File: src/rtl/morph_pkg.sv
package morph_pkg;

  // Kind of 3x3 reduction a window stage performs
  typedef enum logic {
    OP_ERODE  = 1'b0,
    OP_DILATE = 1'b1
  } morph_op_e;

  // Qualifiers that travel with each pixel; edge_px marks the frame rim
  typedef struct packed {
    logic hs;
    logic vs;
    logic de;
    logic edge_px;
  } qual_t;

  localparam int QUAL_W = $bits(qual_t);

  // Foreground decision: strictly above the level
  function automatic logic above_level(input int unsigned value, input int unsigned level);
    return value > level;
  endfunction

  // Nine-input reduction chosen by the stage kind
  function automatic logic window_reduce(input morph_op_e op, input logic [8:0] win);
    return (op == OP_ERODE) ? (&win) : (|win);
  endfunction

  // True when (row, col) sits on the one-pixel rim of an h x w image
  function automatic logic on_border(input int row, input int col, input int h, input int w);
    return (row == 0) || (row == h - 1) || (col == 0) || (col == w - 1);
  endfunction

endpackage

File: src/rtl/morph_delay.sv
module morph_delay #(
  parameter int WIDTH = 1,
  parameter int DEPTH = 1
) (
  input  logic             clk,
  input  logic             clear,
  input  logic [WIDTH-1:0] d,
  output logic [WIDTH-1:0] q
);

  logic [DEPTH-1:0][WIDTH-1:0] taps;

  // Plain shift chain; q is d delayed by DEPTH clocks
  always_ff @(posedge clk) begin
    if (clear) begin
      taps <= '0;
    end else begin
      taps[0] <= d;
      for (int i = 1; i < DEPTH; i++) begin
        taps[i] <= taps[i-1];
      end
    end
  end

  assign q = taps[DEPTH-1];

endmodule

File: src/rtl/morph_threshold.sv
module morph_threshold
  import morph_pkg::*;
#(
  parameter int PIX_W  = 8,
  parameter int THRESH = 92
) (
  input  logic             clk,
  input  logic             rst_n,
  input  logic             in_hs,
  input  logic             in_vs,
  input  logic             in_de,
  input  logic [PIX_W-1:0] in_gray,
  output logic             out_hs,
  output logic             out_vs,
  output logic             out_de,
  output logic             out_bin
);

  logic fg_now;
  assign fg_now = in_de && above_level(int'(in_gray), THRESH);

  always_ff @(posedge clk) begin
    if (!rst_n) begin
      out_hs  <= 1'b0;
      out_vs  <= 1'b0;
      out_de  <= 1'b0;
      out_bin <= 1'b0;
    end else begin
      out_hs  <= in_hs;
      out_vs  <= in_vs;
      out_de  <= in_de;
      out_bin <= fg_now;
    end
  end

endmodule

File: src/rtl/morph_stage.sv
module morph_stage
  import morph_pkg::*;
#(
  parameter int        IMG_WIDTH  = 16,
  parameter int        IMG_HEIGHT = 12,
  parameter int        LINE_TOTAL = 24,
  parameter morph_op_e OP         = OP_ERODE
) (
  input  logic clk,
  input  logic rst_n,
  input  logic in_hs,
  input  logic in_vs,
  input  logic in_de,
  input  logic in_bin,
  output logic out_hs,
  output logic out_vs,
  output logic out_de,
  output logic out_bin,
  output logic ctr_bin,
  output logic ctr_inner
);

  localparam int CW = $clog2(IMG_WIDTH + 1);
  localparam int RW = $clog2(IMG_HEIGHT + 1);

  // Position of the pixel entering this stage
  logic [CW-1:0] col_q;
  logic [RW-1:0] row_q;
  logic          de_prev;
  logic          line_done;

  assign line_done = de_prev && !in_de;

  always_ff @(posedge clk) begin
    if (!rst_n) begin
      col_q   <= '0;
      row_q   <= '0;
      de_prev <= 1'b0;
    end else begin
      de_prev <= in_de;
      col_q   <= in_de ? col_q + 1'b1 : '0;
      if (in_vs) begin
        row_q <= '0;
      end else if (line_done) begin
        row_q <= row_q + 1'b1;
      end
    end
  end

  logic px_edge;
  assign px_edge = in_de && on_border(int'(row_q), int'(col_q), IMG_HEIGHT, IMG_WIDTH);

  // Qualifiers delayed to the window centre (one line plus one clock)
  qual_t q_in, q_ctr;
  assign q_in = {in_hs, in_vs, in_de, px_edge};

  morph_delay #(.WIDTH(QUAL_W), .DEPTH(LINE_TOTAL + 1)) u_qual_dly (
    .clk   (clk),
    .clear (!rst_n),
    .d     (q_in),
    .q     (q_ctr)
  );

  // Two line delays give the rows above the newest pixel
  logic x_now, x_up1, x_up2;
  assign x_now = in_de & in_bin;

  morph_delay #(.WIDTH(1), .DEPTH(LINE_TOTAL)) u_line_a (
    .clk   (clk),
    .clear (1'b0),
    .d     (x_now),
    .q     (x_up1)
  );

  morph_delay #(.WIDTH(1), .DEPTH(LINE_TOTAL)) u_line_b (
    .clk   (clk),
    .clear (1'b0),
    .d     (x_up1),
    .q     (x_up2)
  );

  // Window columns, each {top, middle, bottom}
  logic [2:0] col_new, col_mid, col_old;
  assign col_new = {x_up2, x_up1, x_now};

  always_ff @(posedge clk) begin
    if (!rst_n) begin
      col_mid <= '0;
      col_old <= '0;
    end else begin
      col_mid <= col_new;
      col_old <= col_mid;
    end
  end

  logic [8:0] win;
  logic       win_hit;
  assign win     = {col_new, col_mid, col_old};
  assign win_hit = window_reduce(OP, win);

  // Named events for the checker
  assign ctr_bin   = col_mid[1];
  assign ctr_inner = q_ctr.de && !q_ctr.edge_px;

  always_ff @(posedge clk) begin
    if (!rst_n) begin
      out_hs  <= 1'b0;
      out_vs  <= 1'b0;
      out_de  <= 1'b0;
      out_bin <= 1'b0;
    end else begin
      out_hs  <= q_ctr.hs;
      out_vs  <= q_ctr.vs;
      out_de  <= q_ctr.de;
      out_bin <= ctr_inner && win_hit;
    end
  end

endmodule

File: src/rtl/morph_open_top.sv
module morph_open_top
  import morph_pkg::*;
#(
  parameter int PIX_W      = 8,
  parameter int THRESH     = 92,
  parameter int IMG_WIDTH  = 16,
  parameter int IMG_HEIGHT = 12,
  parameter int LINE_TOTAL = 24,
  parameter int N_ERODE    = 3,
  parameter int N_DILATE   = 3
) (
  input  logic             clk,
  input  logic             rst_n,
  input  logic             in_hs,
  input  logic             in_vs,
  input  logic             in_de,
  input  logic [PIX_W-1:0] in_gray,
  output logic             out_hs,
  output logic             out_vs,
  output logic             out_de,
  output logic             out_bin
);

  localparam int NSTG      = N_ERODE + N_DILATE;
  localparam int STAGE_LAT = LINE_TOTAL + 2;
  localparam int PIPE_LAT  = 1 + NSTG * STAGE_LAT;

  // Index 0 is the threshold output, index k+1 the output of window stage k
  logic [NSTG:0]   s_hs, s_vs, s_de, s_bin;
  logic [NSTG-1:0] s_ctr, s_inner;

  morph_threshold #(.PIX_W(PIX_W), .THRESH(THRESH)) u_thr (
    .clk     (clk),
    .rst_n   (rst_n),
    .in_hs   (in_hs),
    .in_vs   (in_vs),
    .in_de   (in_de),
    .in_gray (in_gray),
    .out_hs  (s_hs[0]),
    .out_vs  (s_vs[0]),
    .out_de  (s_de[0]),
    .out_bin (s_bin[0])
  );

  for (genvar k = 0; k < NSTG; k++) begin : g_stage
    localparam morph_op_e K_OP = (k < N_ERODE) ? OP_ERODE : OP_DILATE;

    morph_stage #(
      .IMG_WIDTH  (IMG_WIDTH),
      .IMG_HEIGHT (IMG_HEIGHT),
      .LINE_TOTAL (LINE_TOTAL),
      .OP         (K_OP)
    ) u_stage (
      .clk       (clk),
      .rst_n     (rst_n),
      .in_hs     (s_hs[k]),
      .in_vs     (s_vs[k]),
      .in_de     (s_de[k]),
      .in_bin    (s_bin[k]),
      .out_hs    (s_hs[k+1]),
      .out_vs    (s_vs[k+1]),
      .out_de    (s_de[k+1]),
      .out_bin   (s_bin[k+1]),
      .ctr_bin   (s_ctr[k]),
      .ctr_inner (s_inner[k])
    );
  end

  assign out_hs  = s_hs[NSTG];
  assign out_vs  = s_vs[NSTG];
  assign out_de  = s_de[NSTG];
  assign out_bin = s_bin[NSTG];

endmodule

File: config.mk
export PLATFORM = sky130hd
export DESIGN_NAME = morph_open_top
export DESIGN_NICKNAME = d
export VERILOG_FILES = /design/src/rtl/morph_pkg.sv /design/src/rtl/morph_delay.sv /design/src/rtl/morph_threshold.sv /design/src/rtl/morph_stage.sv /design/src/rtl/morph_open_top.sv
export SDC_FILE = /design/constraint.sdc
export NUM_CORES = 1
export LEC_CHECK = 0
export CORE_ASPECT_RATIO = 0.5
export CORE_MARGIN = 10
export CORE_UTILIZATION = 60
export DETAILED_ROUTE_END_ITERATION = 6
export GPL_ROUTABILITY_DRIVEN = 0
export PLACE_DENSITY_LB_ADDON = 0.3
export SYNTH_ARGS = -nofsm -noshare
export SYNTH_HDL_FRONTEND = slang
export SYNTH_HIERARCHICAL = 1
export SYNTH_SLANG_ARGS = --single-unit
File: constraint.sdc
create_clock -name clk -period 4.42 [get_ports clk]
set_input_delay 1.105 -clock clk [delete_from_list [all_inputs] [get_ports clk]]
set_output_delay 1.105 -clock clk [all_outputs]
set_load 0.01 [all_outputs]
==> results.txt, run 1 <==
R2R setup slack = 2890 ps
Clk_skew = 29.0 ps
FMAX = 393 MHz
Worst vdd ir = 0.262 mV
Post-DP HPWL = 18,700 um
Status = finished clean
Worst setup SP type = flop
Pre-CTS setup slack = 1490 ps
Clock Tree Root = clkbuf_16
Worst slew pin tran = 1120 ps
Slowest stage delay, CP = 540 ps
Layout cell share with drive strength beyond 1 = 33.9%
Syn Std Cell Area = 32,500 um2
Crit path max-delay family = buffers and inverters
DR DRC count = 0
Worst Setup Slack, final = 1870 ps
Total gr overflow = 0
Worst r2r src = g_stage[0].u_stage/col_q[0]$_SDFF_PN0_
Row count = 60
Post-CTS sizing = 0
Worst Hold End = g_stage[1].u_stage/u_qual_dly/taps[70]$_SDFF_PP0_
IO Pins = 17
Post-DRT Antenna Nets = 0
Clk slew on worst S/H paths = 70 ps
TritonCTS clock tree = built
Met1 usage = 13.5%
Busiest grt layer = met2
Chip width = 349 um
Core footprint = 53,700 um2
Drt first pass iters = 5
Layout Utilization = 65.1%
Yosys reg bits = 1,012
Leak = 13.0 nW
Placed cell area = 32,200 um2
Fin crit period = 2550 ps
Placed Cells = 3,051
Non-filler cells, final = 3,193
Initial antenna violation count = 0
RR Endpoint = g_stage[0].u_stage/u_qual_dly/taps[0]$_SDFF_PP0_
DR WL/cell = 10.6 um
Max cap viols = 0
Sink Count = 1,012
Vias in the first global route = 13,900
Sequential share of the synthesized area = 62.4%
H-tree depth = 3
PortBufs = 16
Filler cells = 3,952
Post-CTS Hold Buffers = 0
Largest cells by area after synthesis = dfxtp_1 62%, nor2b_2 13%, nor2b_4 8.4%
Kind of critical path = flop to primary output
Pins Over Slew Limit = 0
Final #Nets = 2,463
Worst path slowest cell = clkdlybuf4s50_1
Post-synth top area share = 62.4%
Most common cell after layout, fill and taps aside = dfxtp_1
WP data required = 3310 ps
Setup TNS = 0 ps
Clock buffer depth = 3
Met2 Usage GRT = 18.0%
CP Capture Type = primary output
R2R depth = 5
RSZ-0062 raised after global routing = false
Final setup fails = 0
Tcrit/Tclk final = 57.6%
Via Count = 13,900
Post-CTS setup buffers = 0
Hold Path Depth = 1
Area leader, netlist = dfxtp_1
Clk_lat worst skew = 610 ps
Hold path start = g_stage[1].u_stage/u_qual_dly/taps[66]$_SDFF_PP0_
Hold_ws = 414 ps
Slew Limit Headroom = 25.0%
Cell count after synthesis = 2,367
Met3 Usage GRT = 3.14%
Post-layout power = 16.7 mW
Yosys warning count = 6
Initial drt markers = 465
Crit-path cells = clkdlybuf4s50_1
CP arrival = 1440 ps
All-Layer GR Usage = 10.9%
Total CTS buffers = 80
Distinct cells, synth = 39
Starting Density = 60.5%
Most frequent cells in the layout = 1,012 x dfxtp_1, 474 x nor2b_2, 198 x nor2b_4, 177 x nor2b_1, 81 x clkbuf_16
Die height = 185 um
CP max FO = 1
Number of failing hold endpoints at the final stage = 0
Post-Syn Area per Cell = 13.7 um2
Multi-input logic area = 10,600 um2
Cell area after layout = 34,900 um2
Full die area = 64,400 um2
Routed WL = 33,800 um
Global-route wire length before repair = 60,900 um
Vias per std cell = 4.35
Worst hold path type = flop to flop
CP bufs+invs = 1
Largest net degree at the start of global routing = 92
Seq. cell area = 20,300 um2
N_diodes = 0
Area growth from synthesis to layout = 7.54%
Pwr/cell area = 478 nW/um2
==> worst max-delay path by stage <==
stage | startpoint | depth (start not counted) | end | slack [ps]
2_1_floorplan | rst_n | 5 | g_stage[3].u_stage/u_qual_dly/q[0]$_SDFF_PP0_ | 2570
5_1_grt | g_stage[5].u_stage/out_hs$_SDFF_PN0_ | 1 | out_hs | 1800
3_5_place_dp | rst_n | 4 | g_stage[4].u_stage/u_qual_dly/taps[87]$_SDFF_PP0_ | 1490
4_1_cts | g_stage[5].u_stage/out_bin$_SDFF_PN0_ | 1 | out_bin | 1810
3_3_place_gp | rst_n | 4 | g_stage[4].u_stage/u_qual_dly/taps[91]$_SDFF_PP0_ | 1510
6_report | g_stage[5].u_stage/out_bin$_SDFF_PN0_ | 1 | out_bin | 1870
==> Yosys cell counts, drive strengths merged <==
library cell and instances:
a21oi 13, and2 56, and2b 51, and3 18
and4 3, buf 114, clkbuf 6, conb 6
dfxtp 1012, ha 30, inv 43, mux2i 6
nand2 19, nand2b 12, nand3 15, nand3b 6
nand4 4, nor2 45, nor2b 849, nor4b 6
o211ai 1, o21ai 6, o22ai 1, o311a 3
o31a 6, or3 6, or4 6, xnor2 12
xor2 12
==> where the power goes <==
| part | internal (mW) | switching (mW) | total, mW |
|---|---|---|---|
| logic | 0.0366 | 0.214 | 0.250 |
| registers | 9.12 | 0.00387 | 9.13 |
| clock network | 4.24 | 3.08 | 7.32 |
| total | 13.4 | 3.30 | 16.7 |
==> sequential cells by signal, indices dropped and copies added (netlist names), 6 cells and up <==
name	cells
g_stage.u_stage/col_mid	18
g_stage.u_stage/col_old	18
g_stage.u_stage/col_q	30
g_stage.u_stage/de_prev	6
g_stage.u_stage/out_bin	6
g_stage.u_stage/out_de	6
g_stage.u_stage/out_hs	6
g_stage.u_stage/out_vs	6
g_stage.u_stage/row_q	24
g_stage.u_stage/u_line_a/q	6
g_stage.u_stage/u_line_a/taps	138
g_stage.u_stage/u_line_b/q	6
g_stage.u_stage/u_line_b/taps	138
g_stage.u_stage/u_qual_dly/q	24
g_stage.u_stage/u_qual_dly/taps	576
==> layout make-up <==
cell class	count	share of cell area, %
Inverter	43	0.548
Timing Repair Buffer	25	0.680
Clock inverter	32	1.31
Tap cell	713	2.55
Clock buffer	110	6.57
Sequential cell	1012	58.0
Multi-Input combinational cell	1258	30.4
==> per-layer routing <==
metal / wire [um] / share of wire (%)
met5: 0 / 0
met4: 782 / 2.3
met3: 1200 / 3.6
met2: 15400 / 46
met1: 16400 / 49
==> kinds of logic (layout without fill, tap and decap cells) <==
kind of cell	Yosys count	in the layout	synth area share, %
AO/OA/AOI/OAI	30	30	0.601
XOR/XNOR	24	24	0.647
adder cells (fa/ha/maj)	30	30	1.16
buffers and inverters	163	210	5.76
flip-flops	1012	1012	62.4
multiplexers	6	6	0.185
other	6	72	0.0693
AND/OR/NAND/NOR	1096	1096	29.2
Power figures use the tool's default switching activity.
==> run 2: changes to the inputs <==
- CORE_UTILIZATION: 60 -> 56
- clock period: 4.42 -> 2.2 ns (I/O delays scaled with it)
==> run 2 against run 1 <==
Net effect:
- clock-buffer cell count increased by 9
- first-iteration DRC count shrank 13%
- critical path depth unchanged
- worst hold slack better by 6.0 ps
==> results.txt, run 2 (same netlist as run 1, synthesis figures left out) <==
Layout cell share with drive strength beyond 1 = 34.3%
DR DRC count = 0
IO Pins = 17
Met2 Usage GRT = 17.2%
Clk_lat worst skew = 600 ps
Initial drt markers = 403
Worst hold path type = flop to flop
Drt first pass iters = 4
Routed WL = 33,700 um
Slew Limit Headroom = 61.7%
Largest net degree at the start of global routing = 46
Clock buffer depth = 3
Core footprint = 57,400 um2
Full die area = 68,600 um2
WP data required = 1650 ps
Fin crit period = 2010 ps
Hold_ws = 420 ps
Tcrit/Tclk final = 91.4%
CP max FO = 1
Post-DP HPWL = 19,300 um
Most frequent cells in the layout = 1,012 x dfxtp_1, 474 x nor2b_2, 198 x nor2b_4, 177 x nor2b_1, 83 x clkbuf_16
CP Capture Type = primary output
Vias per std cell = 4.27
Leak = 13.2 nW
Crit-path cells = clkdlybuf4s50_1
Initial antenna violation count = 0
Non-filler cells, final = 3,272
Clock Tree Root = clkbuf_16
Most common cell after layout, fill and taps aside = dfxtp_1
Biggest regs = g_stage.u_stage/u_qual_dly/taps: 576 flops, g_stage.u_stage/u_line_a/taps: 138 flops, g_stage.u_stage/u_line_b/taps: 138 flops
N_diodes = 0
Cell area after layout = 35,200 um2
All-Layer GR Usage = 9.99%
Chip width = 361 um
Pins Over Slew Limit = 0
FMAX = 497 MHz
Max cap viols = 0
Worst setup SP type = flop
Post-layout power = 33.0 mW
Starting Density = 56.6%
CP arrival = 1460 ps
Die height = 190 um
Placed cell area = 32,600 um2
Post-CTS setup buffers = 0
Worst path slowest cell = clkdlybuf4s50_1
Post-CTS sizing = 0
Sink Count = 1,012
Largest register FFs = 576
Via Count = 14,000
Most flops, register = g_stage.u_stage/u_qual_dly/taps
DR WL/cell = 10.3 um
Worst slew pin tran = 574 ps
Total gr overflow = 0
RSZ-0062 raised after global routing = false
Pwr/cell area = 937 nW/um2
Row count = 62
Vias in the first global route = 13,900
Slowest stage delay, CP = 560 ps
Status = finished clean
Area growth from synthesis to layout = 8.32%
Placed Cells = 3,127
CP bufs+invs = 1
Setup TNS = 0 ps
Clk_skew = 22.9 ps
Clk slew on worst S/H paths = 70 ps
Final #Nets = 2,485
Busiest grt layer = met2
Global-route wire length before repair = 60,000 um
Total CTS buffers = 81
Filler cells = 4,377
Final setup fails = 0
H-tree depth = 3
Met3 Usage GRT = 2.95%
PortBufs = 16
Kind of critical path = flop to primary output
Met1 usage = 11.8%
Post-DRT Antenna Nets = 0
TritonCTS clock tree = built
Crit path max-delay family = buffers and inverters
Worst vdd ir = 0.536 mV
Post-CTS Hold Buffers = 0
Number of failing hold endpoints at the final stage = 0
## run 2: metrics by stage
step / util (%) / setup slack, ps
5_1_grt: 61.3 / 110
6_report: 61.3 / 190
3_3_place_gp: 56.7 / 347
4_1_cts: 61.3 / 104
3_5_place_dp: 56.7 / 286
2_1_floorplan: - / 785
## run 2: worst paths after layout
kind | end | slack, ps | cells past startpoint | startpoint
setup / recovery | out_bin | 190 | 1 | g_stage[5].u_stage/out_bin$_SDFF_PN0_
hold / removal | g_stage[2].u_stage/u_line_a/taps[22]$_SDFF_PP0_ | 420 | 1 | g_stage[2].u_stage/u_line_a/taps[21]$_SDFF_PP0_
setup reg to reg | g_stage[1].u_stage/u_qual_dly/taps[0]$_SDFF_PP0_ | 680 | 5 | g_stage[1].u_stage/col_q[0]$_SDFF_PN0_
hold reg to reg | g_stage[2].u_stage/u_line_a/taps[22]$_SDFF_PP0_ | 420 | 1 | g_stage[2].u_stage/u_line_a/taps[21]$_SDFF_PP0_
## run 2: power breakdown
part | internal, mW | leakage (nW) | switching, mW
Clock | 7.92 | 1.30 | 6.14
Sequential | 18.3 | 8.15 | 0.00804
Combinational | 0.128 | 3.70 | 0.442
## run 2: metal layers
metal | vias to the layer above | wire length (um)
met5 | - | 0
met4 | 0 | 821
met3 | 63 | 1260
met2 | 105 | 15300
met1 | 6530 | 16200
li1 | 7284 | -
## run 2: area by class of cell
class,count,area [um2],share of cell area [%]
Clock buffer,119,2390,6.80
Clock inverter,26,239,0.679
Inverter,43,191,0.544
Multi-Input combinational cell,1258,10600,30.1
Sequential cell,1012,20300,57.6
Tap cell,768,961,2.73
Timing Repair Buffer,46,546,1.55
==> run 3: changes to the inputs <==
- CTS_BUF_LIST: not set -> sky130_fd_sc_hd__clkbuf_8 sky130_fd_sc_hd__clkbuf_16
- RECOVER_POWER: not set -> 100
==> run 3 against run 2 <==
Net effect:
- via count is essentially flat
- critical path depth stayed put
- final cell count stayed put
- routed wire length is 1.3% higher
- combinational power shrank 14%
- largest power group unchanged
==> results.txt, run 3 (same netlist as run 1, synthesis figures left out) <==
Vias in the first global route = 13,900
Row count = 62
R2R setup slack = 660 ps
Worst path slowest cell = dlygate4sd3_1
Core footprint = 57,400 um2
Crit-path cells = dlygate4sd3_1
CP Capture Type = primary output
Placed cell area = 32,600 um2
Status = finished clean
Total gr overflow = 0
DR WL/cell = 10.4 um
N_diodes = 0
WP data required = 1650 ps
Most flops, register = g_stage.u_stage/u_qual_dly/taps
Chip width = 361 um
Met2 wire length = 15,400 um
Biggest regs = g_stage.u_stage/u_qual_dly/taps: 576 flops, g_stage.u_stage/u_line_a/taps: 138 flops, g_stage.u_stage/u_line_b/taps: 138 flops
Post-DP HPWL = 19,300 um
Clk_skew = 24.0 ps
Post-CTS setup buffers = 0
Slew Limit Headroom = 26.4%
Pwr/cell area = 952 nW/um2
Layout cell share with drive strength beyond 1 = 30.2%
Worst hold path type = flop to flop
CP max FO = 1
Slowest stage delay, CP = 600 ps
Area growth from synthesis to layout = 6.10%
Number of failing hold endpoints at the final stage = 0
Tcrit/Tclk final = 93.3%
Crit path max-delay family = buffers and inverters
Leak = 13.1 nW
Kind of critical path = flop to primary output
FMAX = 487 MHz
Setup TNS = 0 ps
Clk slew on worst S/H paths = 70 ps
Routed WL = 34,100 um
Final #Nets = 2,485
All-Layer GR Usage = 9.99%
Pins Over Slew Limit = 0
Die height = 190 um
Max cap viols = 0
Total CTS buffers = 81
IO Pins = 17
Routed wl met3 = 1220 um
Clock buffer depth = 3
Starting Density = 56.6%
Largest net degree at the start of global routing = 46
DR DRC count = 0
Worst setup SP type = flop
RSZ-0062 raised after global routing = false
Clock Tree Root = clkbuf_16
Via Count = 14,000
Full die area = 68,600 um2
CP arrival = 1500 ps
Worst slew pin tran = 1100 ps
TritonCTS clock tree = built
PortBufs = 16
Initial antenna violation count = 0
Global-route wire length before repair = 60,000 um
Worst vdd ir = 0.522 mV
Met1 WL = 16,700 um
Initial drt markers = 373
H-tree depth = 3
Clk_lat worst skew = 610 ps
Post-CTS Hold Buffers = 0
CP bufs+invs = 1
Sink Count = 1,012
Final setup fails = 0
Most common cell after layout, fill and taps aside = dfxtp_1
Fin crit period = 2050 ps
Post-DRT Antenna Nets = 0
Vias per std cell = 4.27
Largest register FFs = 576
Drt first pass iters = 4
Most frequent cells in the layout = 1,012 x dfxtp_1, 437 x nor2b_2, 271 x nor2b_1, 141 x nor2b_4, 83 x clkbuf_16
Cell area after layout = 34,500 um2
Post-CTS sizing = 0
Top sig layer = met4
Filler cells = 4,514
run 3: final cells by class:
type | instances | area [um2] | share of cell area [%]
clock inverters | 44 | 307 | 0.889
well taps | 768 | 961 | 2.79
multi-input cells | 1258 | 10100 | 29.3
inverters | 43 | 189 | 0.548
repair buffers | 46 | 347 | 1.01
flip-flops and latches | 1012 | 20300 | 58.8
clock buffers | 101 | 2320 | 6.74
run 3: path summary, 6_finish.rpt:
path / from / to / cells past startpoint
max: g_stage[5].u_stage/out_de$_SDFF_PN0_ / out_de / 1
min: g_stage[2].u_stage/u_line_a/taps[21]$_SDFF_PP0_ / g_stage[2].u_stage/u_line_a/taps[22]$_SDFF_PP0_ / 1
max reg2reg: g_stage[1].u_stage/col_q[0]$_SDFF_PN0_ / g_stage[1].u_stage/u_qual_dly/taps[0]$_SDFF_PP0_ / 5
min reg2reg: g_stage[2].u_stage/u_line_a/taps[21]$_SDFF_PP0_ / g_stage[2].u_stage/u_line_a/taps[22]$_SDFF_PP0_ / 1
run 3: per-layer routing:
| layer | GRT usage (%) | vias up |
|---|---|---|
| met5 | 0 | - |
| met4 | 3.66 | 0 |
| met3 | 2.95 | 63 |
| met2 | 17.2 | 103 |
| met1 | 11.8 | 6531 |
| li1 | - | 7284 |
run 3: report_power, final:
part           internal, mW  total [mW]  switching [mW]
logic                0.0858       0.489           0.403
clock network          7.84        14.0            6.17
registers              18.3        18.3         0.00810
run 3: per-stage QoR:
step / power [mW] / hold slack [ps] / util (%) / setup slack [ps] / std cells
final: 32.8 / 419 / 60.1 / 147 / 3272
after global routing: 34.1 / 440 / 60.1 / 56.6 / 3272
after CTS: 33.4 / 415 / 61.3 / 104 / 3272
after detailed placement: 19.3 / 418 / 56.7 / 286 / 3127
after global placement: 19.3 / 412 / 56.7 / 347 / 3127
after floorplan: 19.5 / 411 / - / 785 / 2433
